`config.mk`:
```
export PLATFORM = sky130hd
export DESIGN_NAME = rstseq_top
export DESIGN_NICKNAME = d
export VERILOG_FILES = /design/src/rtl/rstseq_pkg.sv /design/src/rtl/rstseq_sync.sv /design/src/rtl/rstseq_fsm.sv /design/src/rtl/rstseq_regs.sv /design/src/rtl/rstseq_top.sv
export SDC_FILE = /design/constraint.sdc
export NUM_CORES = 1
export LEC_CHECK = 0
export BUFFER_PORTS_ARGS = -buffer_cell sky130_fd_sc_hd__buf_2
export CORE_MARGIN = 3
export CORE_UTILIZATION = 40
export DETAILED_ROUTE_END_ITERATION = 8
export MAX_ROUTING_LAYER = met4
export PLACE_DENSITY = 0.62
export SETUP_SLACK_MARGIN = 0.3
export SLEW_MARGIN = 20
export SYNTH_ARGS = -nofsm -noshare
export SYNTH_HDL_FRONTEND = slang
export SYNTH_SLANG_ARGS = --single-unit
```
`constraint.sdc`:
```
create_clock -name clk -period 4.1 [get_ports clk]
set_input_delay 0.82 -clock clk [delete_from_list [all_inputs] [get_ports clk]]
set_output_delay 0.82 -clock clk [all_outputs]
set_load 0.005 [all_outputs]
```
`src/rtl/rstseq_pkg.sv`:
```
package rstseq_pkg;

    typedef enum logic [2:0] {
        ST_HOLD   = 3'd0,
        ST_SETTLE = 3'd1,
        ST_RUN    = 3'd2,
        ST_LOW    = 3'd3,
        ST_TRIP   = 3'd4
    } seq_state_e;

    localparam logic [7:0] ADDR_CTRL = 8'h00;
    localparam logic [7:0] ADDR_LOCK = 8'h01;
    localparam logic [7:0] ADDR_KEY  = 8'h7B;
    localparam logic [7:0] SCR_BASE  = 8'h10;
    localparam logic [7:0] LIM_BASE  = 8'h20;
    localparam logic [7:0] LCK_BASE  = 8'h30;

    localparam logic [7:0] KEY_CODE  = 8'h6D;
    localparam logic [7:0] SCR_DEF0  = 8'hA0;
    localparam logic [7:0] LIM_DEF0  = 8'hC0;
    localparam logic [7:0] LCK_DEF0  = 8'h50;

endpackage

```
`src/rtl/rstseq_sync.sv`:
```
module rstseq_sync #(
    parameter int STAGES = 2
) (
    input  logic clk,
    input  logic arst_n,
    input  logic d_in,
    output logic q_out
);
    logic [STAGES-1:0] chain_q;

    always_ff @(posedge clk or negedge arst_n) begin
        if (!arst_n) begin
            chain_q <= '1;
        end else begin
            chain_q <= {chain_q[STAGES-2:0], d_in};
        end
    end

    assign q_out = chain_q[STAGES-1];
endmodule

```
`src/rtl/rstseq_fsm.sv`:
```
module rstseq_fsm
    import rstseq_pkg::*;
#(
    parameter int POR_TICKS = 1800,
    parameter int HW_TICKS  = 8,
    parameter int CNT_W     = 11
) (
    input  logic             clk,
    input  logic             arst_n,
    input  logic             tick,
    input  logic             pin_s,
    output logic             drive_low,
    output logic             por_fire,
    output logic             hw_fire,
    output seq_state_e       state_q,
    output logic [CNT_W-1:0] cnt_q
);
    localparam logic [CNT_W-1:0] POR_LAST = CNT_W'(POR_TICKS - 1);
    localparam logic [CNT_W-1:0] HW_LAST  = CNT_W'(HW_TICKS - 1);

    seq_state_e       state_d;
    logic [CNT_W-1:0] cnt_d;

    // state register
    always_ff @(posedge clk or negedge arst_n) begin
        if (!arst_n) begin
            state_q <= ST_HOLD;
            cnt_q   <= '0;
        end else begin
            state_q <= state_d;
            cnt_q   <= cnt_d;
        end
    end

    // transitions
    always_comb begin
        state_d = state_q;
        cnt_d   = cnt_q;
        unique case (state_q)
            ST_HOLD: begin
                if (tick) begin
                    if (cnt_q == POR_LAST) begin
                        state_d = ST_SETTLE;
                        cnt_d   = '0;
                    end else begin
                        cnt_d = cnt_q + 1'b1;
                    end
                end
            end
            ST_SETTLE: begin
                if (pin_s) state_d = ST_RUN;
            end
            ST_RUN: begin
                if (!pin_s) begin
                    state_d = ST_LOW;
                    cnt_d   = '0;
                end
            end
            ST_LOW: begin
                if (pin_s) begin
                    state_d = ST_RUN;
                end else if (tick) begin
                    if (cnt_q == HW_LAST) begin
                        state_d = ST_TRIP;
                        cnt_d   = '0;
                    end else begin
                        cnt_d = cnt_q + 1'b1;
                    end
                end
            end
            ST_TRIP: begin
                if (pin_s) state_d = ST_RUN;
            end
            default: begin
                state_d = ST_HOLD;
                cnt_d   = '0;
            end
        endcase
    end

    // outputs
    always_comb begin
        drive_low = (state_q == ST_HOLD);
        por_fire  = (state_q == ST_HOLD) && tick && (cnt_q == POR_LAST);
        hw_fire   = (state_q == ST_LOW) && !pin_s && tick && (cnt_q == HW_LAST);
    end
endmodule

```
`src/rtl/rstseq_regs.sv`:
```
module rstseq_regs
    import rstseq_pkg::*;
#(
    parameter int NUM_SCR = 4,
    parameter int NUM_LIM = 2,
    parameter int NUM_LCK = 2
) (
    input  logic       clk,
    input  logic       por_fire,
    input  logic       hw_fire,
    input  logic       wr_en,
    input  logic [7:0] wr_addr,
    input  logic [7:0] wr_data,
    input  logic [7:0] rd_addr,
    output logic [7:0] rd_data,
    output logic       sw_fire
);
    logic [6:0] ctrl_q;
    logic [7:0] key_q;
    logic       lock_q;
    logic [7:0] scr_q [NUM_SCR];
    logic [7:0] lim_q [NUM_LIM];
    logic [7:0] lck_q [NUM_LCK];
    logic       part_fire;

    assign sw_fire   = wr_en && (wr_addr == ADDR_CTRL) && wr_data[7] && (key_q == KEY_CODE);
    assign part_fire = hw_fire || sw_fire;

    // control, key and lock bit
    always_ff @(posedge clk) begin
        if (por_fire) begin
            ctrl_q <= '0;
            key_q  <= '0;
            lock_q <= 1'b0;
        end else if (part_fire) begin
            ctrl_q <= '0;
            key_q  <= '0;
        end else if (wr_en) begin
            if (wr_addr == ADDR_CTRL) ctrl_q <= wr_data[6:0];
            if (wr_addr == ADDR_KEY)  key_q  <= wr_data;
            if (wr_addr == ADDR_LOCK) lock_q <= lock_q | wr_data[0];
        end
    end

    // scratch: cleared by either reset scope
    for (genvar i = 0; i < NUM_SCR; i++) begin : g_scr
        always_ff @(posedge clk) begin
            if (por_fire || part_fire) begin
                scr_q[i] <= 8'(SCR_DEF0 + i);
            end else if (wr_en && wr_addr == 8'(SCR_BASE + i)) begin
                scr_q[i] <= wr_data;
            end
        end
    end

    // limits: only the full reset restores them
    for (genvar i = 0; i < NUM_LIM; i++) begin : g_lim
        always_ff @(posedge clk) begin
            if (por_fire) begin
                lim_q[i] <= 8'(LIM_DEF0 + i);
            end else if (!part_fire && wr_en && wr_addr == 8'(LIM_BASE + i)) begin
                lim_q[i] <= wr_data;
            end
        end
    end

    // lockable: only the full reset restores them, writes need lock clear
    for (genvar i = 0; i < NUM_LCK; i++) begin : g_lck
        always_ff @(posedge clk) begin
            if (por_fire) begin
                lck_q[i] <= 8'(LCK_DEF0 + i);
            end else if (!part_fire && !lock_q && wr_en && wr_addr == 8'(LCK_BASE + i)) begin
                lck_q[i] <= wr_data;
            end
        end
    end

    // read decode
    always_comb begin
        rd_data = 8'h00;
        if (rd_addr == ADDR_CTRL) rd_data = {1'b0, ctrl_q};
        if (rd_addr == ADDR_KEY)  rd_data = key_q;
        if (rd_addr == ADDR_LOCK) rd_data = {7'b0, lock_q};
        for (int i = 0; i < NUM_SCR; i++) begin
            if (rd_addr == 8'(SCR_BASE + i)) rd_data = scr_q[i];
        end
        for (int i = 0; i < NUM_LIM; i++) begin
            if (rd_addr == 8'(LIM_BASE + i)) rd_data = lim_q[i];
        end
        for (int i = 0; i < NUM_LCK; i++) begin
            if (rd_addr == 8'(LCK_BASE + i)) rd_data = lck_q[i];
        end
    end
endmodule

```
`src/rtl/rstseq_top.sv`:
```
module rstseq_top
    import rstseq_pkg::*;
#(
    parameter int POR_TICKS = 1800,
    parameter int HW_TICKS  = 8,
    parameter int SYNC_STG  = 2,
    parameter int NUM_SCR   = 4,
    parameter int NUM_LIM   = 2,
    parameter int NUM_LCK   = 2
) (
    input  logic       clk,
    input  logic       supply_ok,
    input  logic       tick,
    input  logic       pin_in,
    output logic       pin_drive_low,
    output logic       por_strobe,
    output logic       part_strobe,
    input  logic       wr_en,
    input  logic [7:0] wr_addr,
    input  logic [7:0] wr_data,
    input  logic [7:0] rd_addr,
    output logic [7:0] rd_data
);
    localparam int CNT_MAX = (POR_TICKS > HW_TICKS) ? POR_TICKS : HW_TICKS;
    localparam int CNT_W   = $clog2(CNT_MAX + 1);

    logic             pin_s;
    logic             hw_fire;
    logic             sw_fire;
    seq_state_e       fsm_state;
    logic [CNT_W-1:0] fsm_cnt;

    rstseq_sync #(.STAGES(SYNC_STG)) u_sync (
        .clk    (clk),
        .arst_n (supply_ok),
        .d_in   (pin_in),
        .q_out  (pin_s)
    );

    rstseq_fsm #(
        .POR_TICKS (POR_TICKS),
        .HW_TICKS  (HW_TICKS),
        .CNT_W     (CNT_W)
    ) u_fsm (
        .clk       (clk),
        .arst_n    (supply_ok),
        .tick      (tick),
        .pin_s     (pin_s),
        .drive_low (pin_drive_low),
        .por_fire  (por_strobe),
        .hw_fire   (hw_fire),
        .state_q   (fsm_state),
        .cnt_q     (fsm_cnt)
    );

    rstseq_regs #(
        .NUM_SCR (NUM_SCR),
        .NUM_LIM (NUM_LIM),
        .NUM_LCK (NUM_LCK)
    ) u_regs (
        .clk      (clk),
        .por_fire (por_strobe),
        .hw_fire  (hw_fire),
        .wr_en    (wr_en),
        .wr_addr  (wr_addr),
        .wr_data  (wr_data),
        .rd_addr  (rd_addr),
        .rd_data  (rd_data),
        .sw_fire  (sw_fire)
    );

    assign part_strobe = hw_fire || sw_fire;
endmodule

```
==> results of run 1 <==
state kept, by name (all words and copies together), names as in the netlist:
signal	cells
u_regs.lck_q	16
u_regs.lim_q	16
u_regs.lock_q	1
u_fsm.state_q	3
u_regs.key_q	8
u_sync.chain_q	2
u_regs.ctrl_q	7
u_fsm.cnt_q	11
u_regs.scr_q	32
power by group through the flow:
stage / Clock (mW) / Combinational (mW) / Sequential, mW
2_1_floorplan: 0 / 0.105 / 1.10
3_3_place_gp: 0 / 0.159 / 1.11
3_5_place_dp: 0 / 0.161 / 1.11
4_1_cts: 0.857 / 0.163 / 1.09
5_1_grt: 0.886 / 0.181 / 1.10
6_report: 0.847 / 0.163 / 1.09
through the flow:
step	power, mW	hold slack, ns	cell area (µm²)
after floorplan	1.21	0.345	5200
after global placement	1.27	0.347	5560
after detailed placement	1.27	0.348	5560
after CTS	2.11	0.358	5850
after global routing	2.16	0.364	5860
final	2.10	0.358	5860
cell families after synthesis:
group	count (synthesis)	synth area share
buffers and inverters	36	0.0311
XOR/XNOR	2	0.00337
AND/OR/NAND/NOR	238	0.270
adder cells (fa/ha/maj)	2	0.00433
flip-flops	96	0.509
AO/OA/AOI/OAI	87	0.121
multiplexers	30	0.0609
per-layer routing:
metal | global-route usage | vias to the layer above | wire (µm)
met5 | - | - | 0
met4 | 0.0501 | 0 | 177
met3 | 0.0429 | 14 | 767
met2 | 0.281 | 149 | 5960
met1 | 0.284 | 2000 | 6470
li1 | - | 1893 | -
area by class of cell:
cell class | count | area (µm²)
diodes | 1 | 2.50
inverters | 12 | 45.0
flip-flops and latches | 96 | 2650
clock buffers | 9 | 225
clock inverters | 7 | 70.1
repair buffers | 48 | 263
well taps | 172 | 215
fillers | 1181 | 6810
multi-input cells | 359 | 2390
cell usage in the layout, fill, tap and decap left out, drive strengths merged, types with 14 or more instances in the layout:
| cell | instances |
|---|---|
| dfxtp | 16 |
| o21ai | 24 |
| nand2 | 34 |
| and2 | 40 |
| nand2b | 27 |
| nor3 | 26 |
| buf | 48 |
| mux2i | 17 |
| dfrtp | 14 |
| edfxtp | 64 |
| nor2 | 35 |
path summary, 6_finish.rpt:
check | start | slack (ns) | end | cells past startpoint
max reg2reg | u_fsm.cnt_q[5] | 1.32 | u_regs.scr_q[2][0] | 6
min in group asynchronous | supply_ok | 0.37 | u_fsm.state_q[1] | 1
min | u_sync.chain_q[0] | 0.36 | u_sync.chain_q[1] | 0
min reg2reg | u_sync.chain_q[0] | 0.36 | u_sync.chain_q[1] | 0
max in group asynchronous | supply_ok | 3.43 | u_sync.chain_q[1] | 1
max | rd_addr[4] | 0.51 | rd_data[2] | 7
synthesized netlist by cell type (3+ instances only):
cell type,number,area (µm²)
mux2_2,13,146
a22oi_1,8,60.1
nor3b_1,5,37.5
nand2b_1,27,169
nor2_1,35,131
buf_2,6,30.0
and3_1,10,62.6
and2_1,40,250
nand2_1,34,128
inv_1,11,41.3
o21ai_0,24,120
dfxtp_1,16,320
nor4_1,3,18.8
nor4b_1,4,35.0
or2_2,3,18.8
nand4_1,4,25.0
nand3b_1,4,30.0
or3_1,8,50.1
o22ai_1,4,25.0
nand3_1,11,55.1
a22o_1,8,70.1
o221a_2,6,67.6
a311oi_1,8,70.1
a21oi_1,9,45.0
a211oi_1,4,30.0
nor3_2,8,80.1
buf_1,4,15.0
nor3_1,18,90.1
edfxtp_1,64,1920
clkbuf_1,11,41.3
a221oi_1,4,35.0
dfrtp_1,14,350
nor2b_1,10,62.6
mux2i_1,17,170
==> run_results.csv, run 1 <==
group,metric,value,unit
run_status,status,"completed",
final_layout,final_cells,704,
cts,cts_tree,"done",
global_routing,track_usage,0.196,
cts,post_cts_buffers,0,
global_routing,grt_first_pass_wirelength,21200,µm
cts,cts_buffer_depth,2,
worst_setup_path,cp_max_fo,19,
die,die_height,120,µm
detailed_routing,vias_per_cell,5.76,
synthesis,synth_area,0.00520,mm²
pwr,power_leakage,2.21,nW
cts,cts.sinks,96,
synthesis,yosysSeqAreaShare,0.509,
detailed_routing,drt_iter0_markers,299,
die,coreArea,0.0127,mm²
die,io_pins,40,
timing,hold_viol,0,
cts,cts_buffers,9,
synthesis,synthArstFlopShare,0.167,
pwr,power_switching,506,µW
global_routing,grt_max_degree,36,
final_layout,drive_gt1_frac,0.198,
cts,clk_pin_slew,0.07,ns
placement,globalplace.congestion,0.863,
timing,setup_tns,0,ns
pwr,power_frac_comb,0.078,
worst_setup_path,cp_slowest_cell,"or4b_4",
placement,dp_cells,687,
global_routing,grt_pass1_vias,3857,
synthesis,yosysUniqueCellTypes,63,
synthesis,ys_ff_latch,96,
die,initial_core_util,0.410,
timing,finalCritPeriodShare,0.876,
timing,clock.fmax,0.278,GHz
worst_setup_path,setup.worst_path.start_class,"input pin",
timing,max_slew_margin,0.308,
die,rows,41,
detailed_routing,routed_wl,13400,µm
worst_setup_path,slowest_delay,0.61,ns
worst_setup_path,crit_type,"in2out",
job,maxCapViolations,0,
timing,worst_pin_slew,1.03,ns
global_routing,grt-ovfl-total,0,
worst_setup_path,path_cells,"buf_2, or4b_4, nor2_1, o21ai_0, a311oi_1, o221a_2, buf_2",
pwr,peakVddDrop,0.177,mV
placement,port_buffers,39,
global_routing,antenna_found_initial,1,
placement,dp_slack,0.516,ns
worst_setup_path,cpMostUsedCell,"buf_2",
timing,setup_viol,0,
worst_setup_path,required,3.28,ns
synthesis,postSynthCellCount,491,
pwr,clkPwrFrac,0.403,
cts,ctsResizeCount,0,
pwr,switching_share,0.241,
worst_hold_path,hp-class,"reg2reg",
timing,fin_ws,0.508,ns
timing,period_minus_slack,3.59,ns
cts,cts_hold_buf,0,
die,die_area,0.0144,mm²
detailed_routing,ant_nets,0,
final_layout,areaGrowthSynthToFinish,12.7,%
worst_setup_path,end_kind,"output pin",
final_layout,finalNetCount,556,
worst_setup_path,cp.arrival,2.77,ns
cts,clockRootBuffer,"clkbuf_16",
placement,dp_hpwl,9550,µm
detailed_routing,drcViolationCount,0,
synthesis,synth_nets,521,
timing,skew,0.00796,ns
cts,h-tree-depth,3,
pwr,power_frac_seq,0.520,
detailed_routing,vias,4056,
detailed_routing,dr.pass1.iters,5,
worst_setup_path,worst-path-buf-inv,2,
cts,clk_latency,0.35,ns
timing,rsz0062_at_grt,"no",
synthesis,yosys_warnings,0,
worst_setup_path,crit_family,"simple AND/OR/NAND/NOR gates",
die,die_w,120,µm
timing,drv_slew,0,
pwr,power_density,359,mW/mm²
detailed_routing,wire_per_inst,19.0,µm
synthesis,avgSynthCellArea,10.6,µm²
synthesis,yosys_most_used_dff,"edfxtp_1",
pwr,p_int,1.60,mW
final_layout,finish.utilization,0.462,
synthesis,synth_edf_count,64,
Note: power is estimated with default switching activity, not from simulation.
==> inputs of run 2 (changes only) <==
--- a/config.mk
+++ b/config.mk
@@ -10,7 +10,6 @@
 export CORE_UTILIZATION = 40
 export DETAILED_ROUTE_END_ITERATION = 8
 export MAX_ROUTING_LAYER = met4
-export PLACE_DENSITY = 0.62
 export SETUP_SLACK_MARGIN = 0.3
 export SLEW_MARGIN = 20
 export SYNTH_ARGS = -nofsm -noshare
==> run 2 against run 1 <==
  * First-iteration DRC count rose by 6.4%
  * Maximum frequency fell by 0.28%
  * Core utilization fell by 0.069 points
  * Routed wire length rose by 1.9%
  * Die area did not move
  * Count of clock-buffer cells in the layout did not move
  * Non-clock buffer count fell by 1
  * Power fell by 0.92%
  * Setup slack got worse by 0.010 ns
  * Largest cell class unchanged
  * Critical path depth did not move
  * Sequential share of layout area rose by 0.068 points
==> run_results.csv, run 2 (same netlist as run 1, synthesis figures left out) <==
group,metric,value,unit
worst_setup_path,setup.worst_path.start_class,"input pin",
worst_hold_path,hp-class,"reg2reg",
detailed_routing,highest_layer,"met4",
timing,period_minus_slack,3.60,ns
timing,skew,0.00504,ns
cts,cts.sinks,96,
die,rows,41,
placement,port_buffers,39,
detailed_routing,wl_met2,5920,µm
final_layout,fillCellCount,1186,
run_status,status,"completed",
timing,worst_pin_slew,1.03,ns
die,die_w,120,µm
final_layout,final_common_cell,"edfxtp_1",
die,die_height,120,µm
worst_setup_path,cp.arrival,2.78,ns
global_routing,grt-ovfl-total,0,
timing,hold_viol,0,
worst_setup_path,worst-path-buf-inv,2,
cts,clockRootBuffer,"clkbuf_16",
final_layout,register_area,0.00265,mm²
timing,setup_tns,0,ns
cts,cts_tree,"done",
timing,clock.fmax,0.278,GHz
cts,h-tree-depth,3,
final_layout,mostFrequentLayoutCells,"64 x edfxtp_1, 40 x and2_1, 39 x buf_2",
die,die_area,0.0144,mm²
detailed_routing,vias_per_cell,5.69,
worst_setup_path,cp_max_fo,19,
placement,dp_hpwl,9910,µm
detailed_routing,drcViolationCount,0,
global_routing,antenna_found_initial,0,
cts,cts_buffers,9,
worst_setup_path,required,3.28,ns
final_layout,finalNetCount,555,
final_layout,largest_register,"u_regs.scr_q",
cts,clk_latency,0.35,ns
placement,globalplace.congestion,0.943,
worst_setup_path,cp_slowest_cell,"or4b_4",
timing,fin_ws,0.498,ns
timing,max_slew_margin,0.307,
final_layout,multi_input_area,0.00240,mm²
global_routing,grt_first_pass_wirelength,21500,µm
timing,rsz0062_at_grt,"no",
detailed_routing,vias,3996,
pwr,power_density,356,mW/mm²
worst_setup_path,cpMostUsedCell,"buf_2",
die,initial_core_util,0.410,
worst_setup_path,slowest_delay,0.61,ns
detailed_routing,wl_met1,6530,µm
worst_setup_path,crit_family,"simple AND/OR/NAND/NOR gates",
die,coreArea,0.0127,mm²
pwr,peakVddDrop,0.164,mV
worst_setup_path,crit_type,"in2out",
final_layout,largest_reg_flops,32,
worst_setup_path,end_kind,"output pin",
detailed_routing,route.met3.wl,750,µm
cts,clk_pin_slew,0.06,ns
global_routing,grt_pass1_vias,3802,
detailed_routing,routed_wl,13600,µm
final_layout,diodes,0,
detailed_routing,drt_iter0_markers,318,
die,io_pins,40,
global_routing,grt_max_degree,36,
detailed_routing,dr.pass1.iters,5,
timing,drv_slew,0,
final_layout,reg_top3,"u_regs.scr_q x32, u_regs.lck_q x16, u_regs.lim_q x16",
job,maxCapViolations,0,
timing,finalCritPeriodShare,0.878,
final_layout,drive_gt1_frac,0.192,
global_routing,track_usage,0.202,
timing,setup_viol,0,
detailed_routing,ant_nets,0,
worst_setup_path,path_cells,"buf_2, or4b_4, nor4b_4, nand2_1, a32o_1, a311oi_1, buf_2",
final_layout,areaGrowthSynthToFinish,12.5,%
cts,cts_buffer_depth,2,
placement,dp_slack,0.374,ns
pwr,power_leakage,2.19,nW
detailed_routing,wire_per_inst,19.4,µm
## run 2: where the power goes
part / switching, mW / total, mW / internal (mW)
combinational: 0.0948 / 0.164 / 0.0688
sequential: 0.0373 / 1.09 / 1.06
clock: 0.361 / 0.827 / 0.466
total: 0.493 / 2.08 / 1.59
## run 2: cell type report
| class | instances | area share |
|---|---|---|
| clock buffers | 9 | 0.0385 |
| clock inverters | 7 | 0.0107 |
| inverters | 12 | 0.00770 |
| flip-flops and latches | 96 | 0.452 |
| repair buffers | 47 | 0.0436 |
| multi-input cells | 359 | 0.410 |
| well taps | 172 | 0.0368 |
## run 2: final timing paths
kind,start,endpoint,slack [ns],cells past startpoint
worst max register to register,u_fsm.cnt_q[5],u_regs.scr_q[2][1],1.35,5
worst min-delay path,u_sync.chain_q[0],u_sync.chain_q[1],0.36,0
max in group asynchronous,supply_ok,u_sync.chain_q[1],3.41,1
worst max-delay path,rd_addr[4],rd_data[0],0.50,7
worst min register to register,u_sync.chain_q[0],u_sync.chain_q[1],0.36,0
min in group asynchronous,supply_ok,u_fsm.cnt_q[0],0.38,1
## run 2: per-stage QoR
step | hold slack, ns | total power, mW | instance area [µm²] | instances | util
global placement | 0.347 | 1.27 | 5550 | 686 | 0.438
CTS | 0.357 | 2.10 | 5840 | 702 | 0.461
finish | 0.356 | 2.08 | 5850 | 702 | 0.462
floorplan | 0.345 | 1.21 | 5200 | 491 | -
detailed placement | 0.348 | 1.27 | 5550 | 686 | 0.438
global route | 0.359 | 2.16 | 5850 | 702 | 0.462
## run 2: timing repair
action | in CTS | in global routing
resized for setup | 0 | 1
buffers inserted | 0 | 0
endpoints found under the setup margin | 0 | 2
hold buffers | 0 | 0
## run 2: metal layers
| metal | vias up | track usage |
|---|---|---|
| li1 | 1904 | - |
| met1 | 1946 | 0.283 |
| met2 | 113 | 0.285 |
| met3 | 33 | 0.0335 |
| met4 | 0 | 0.0945 |
| met5 | - | - |
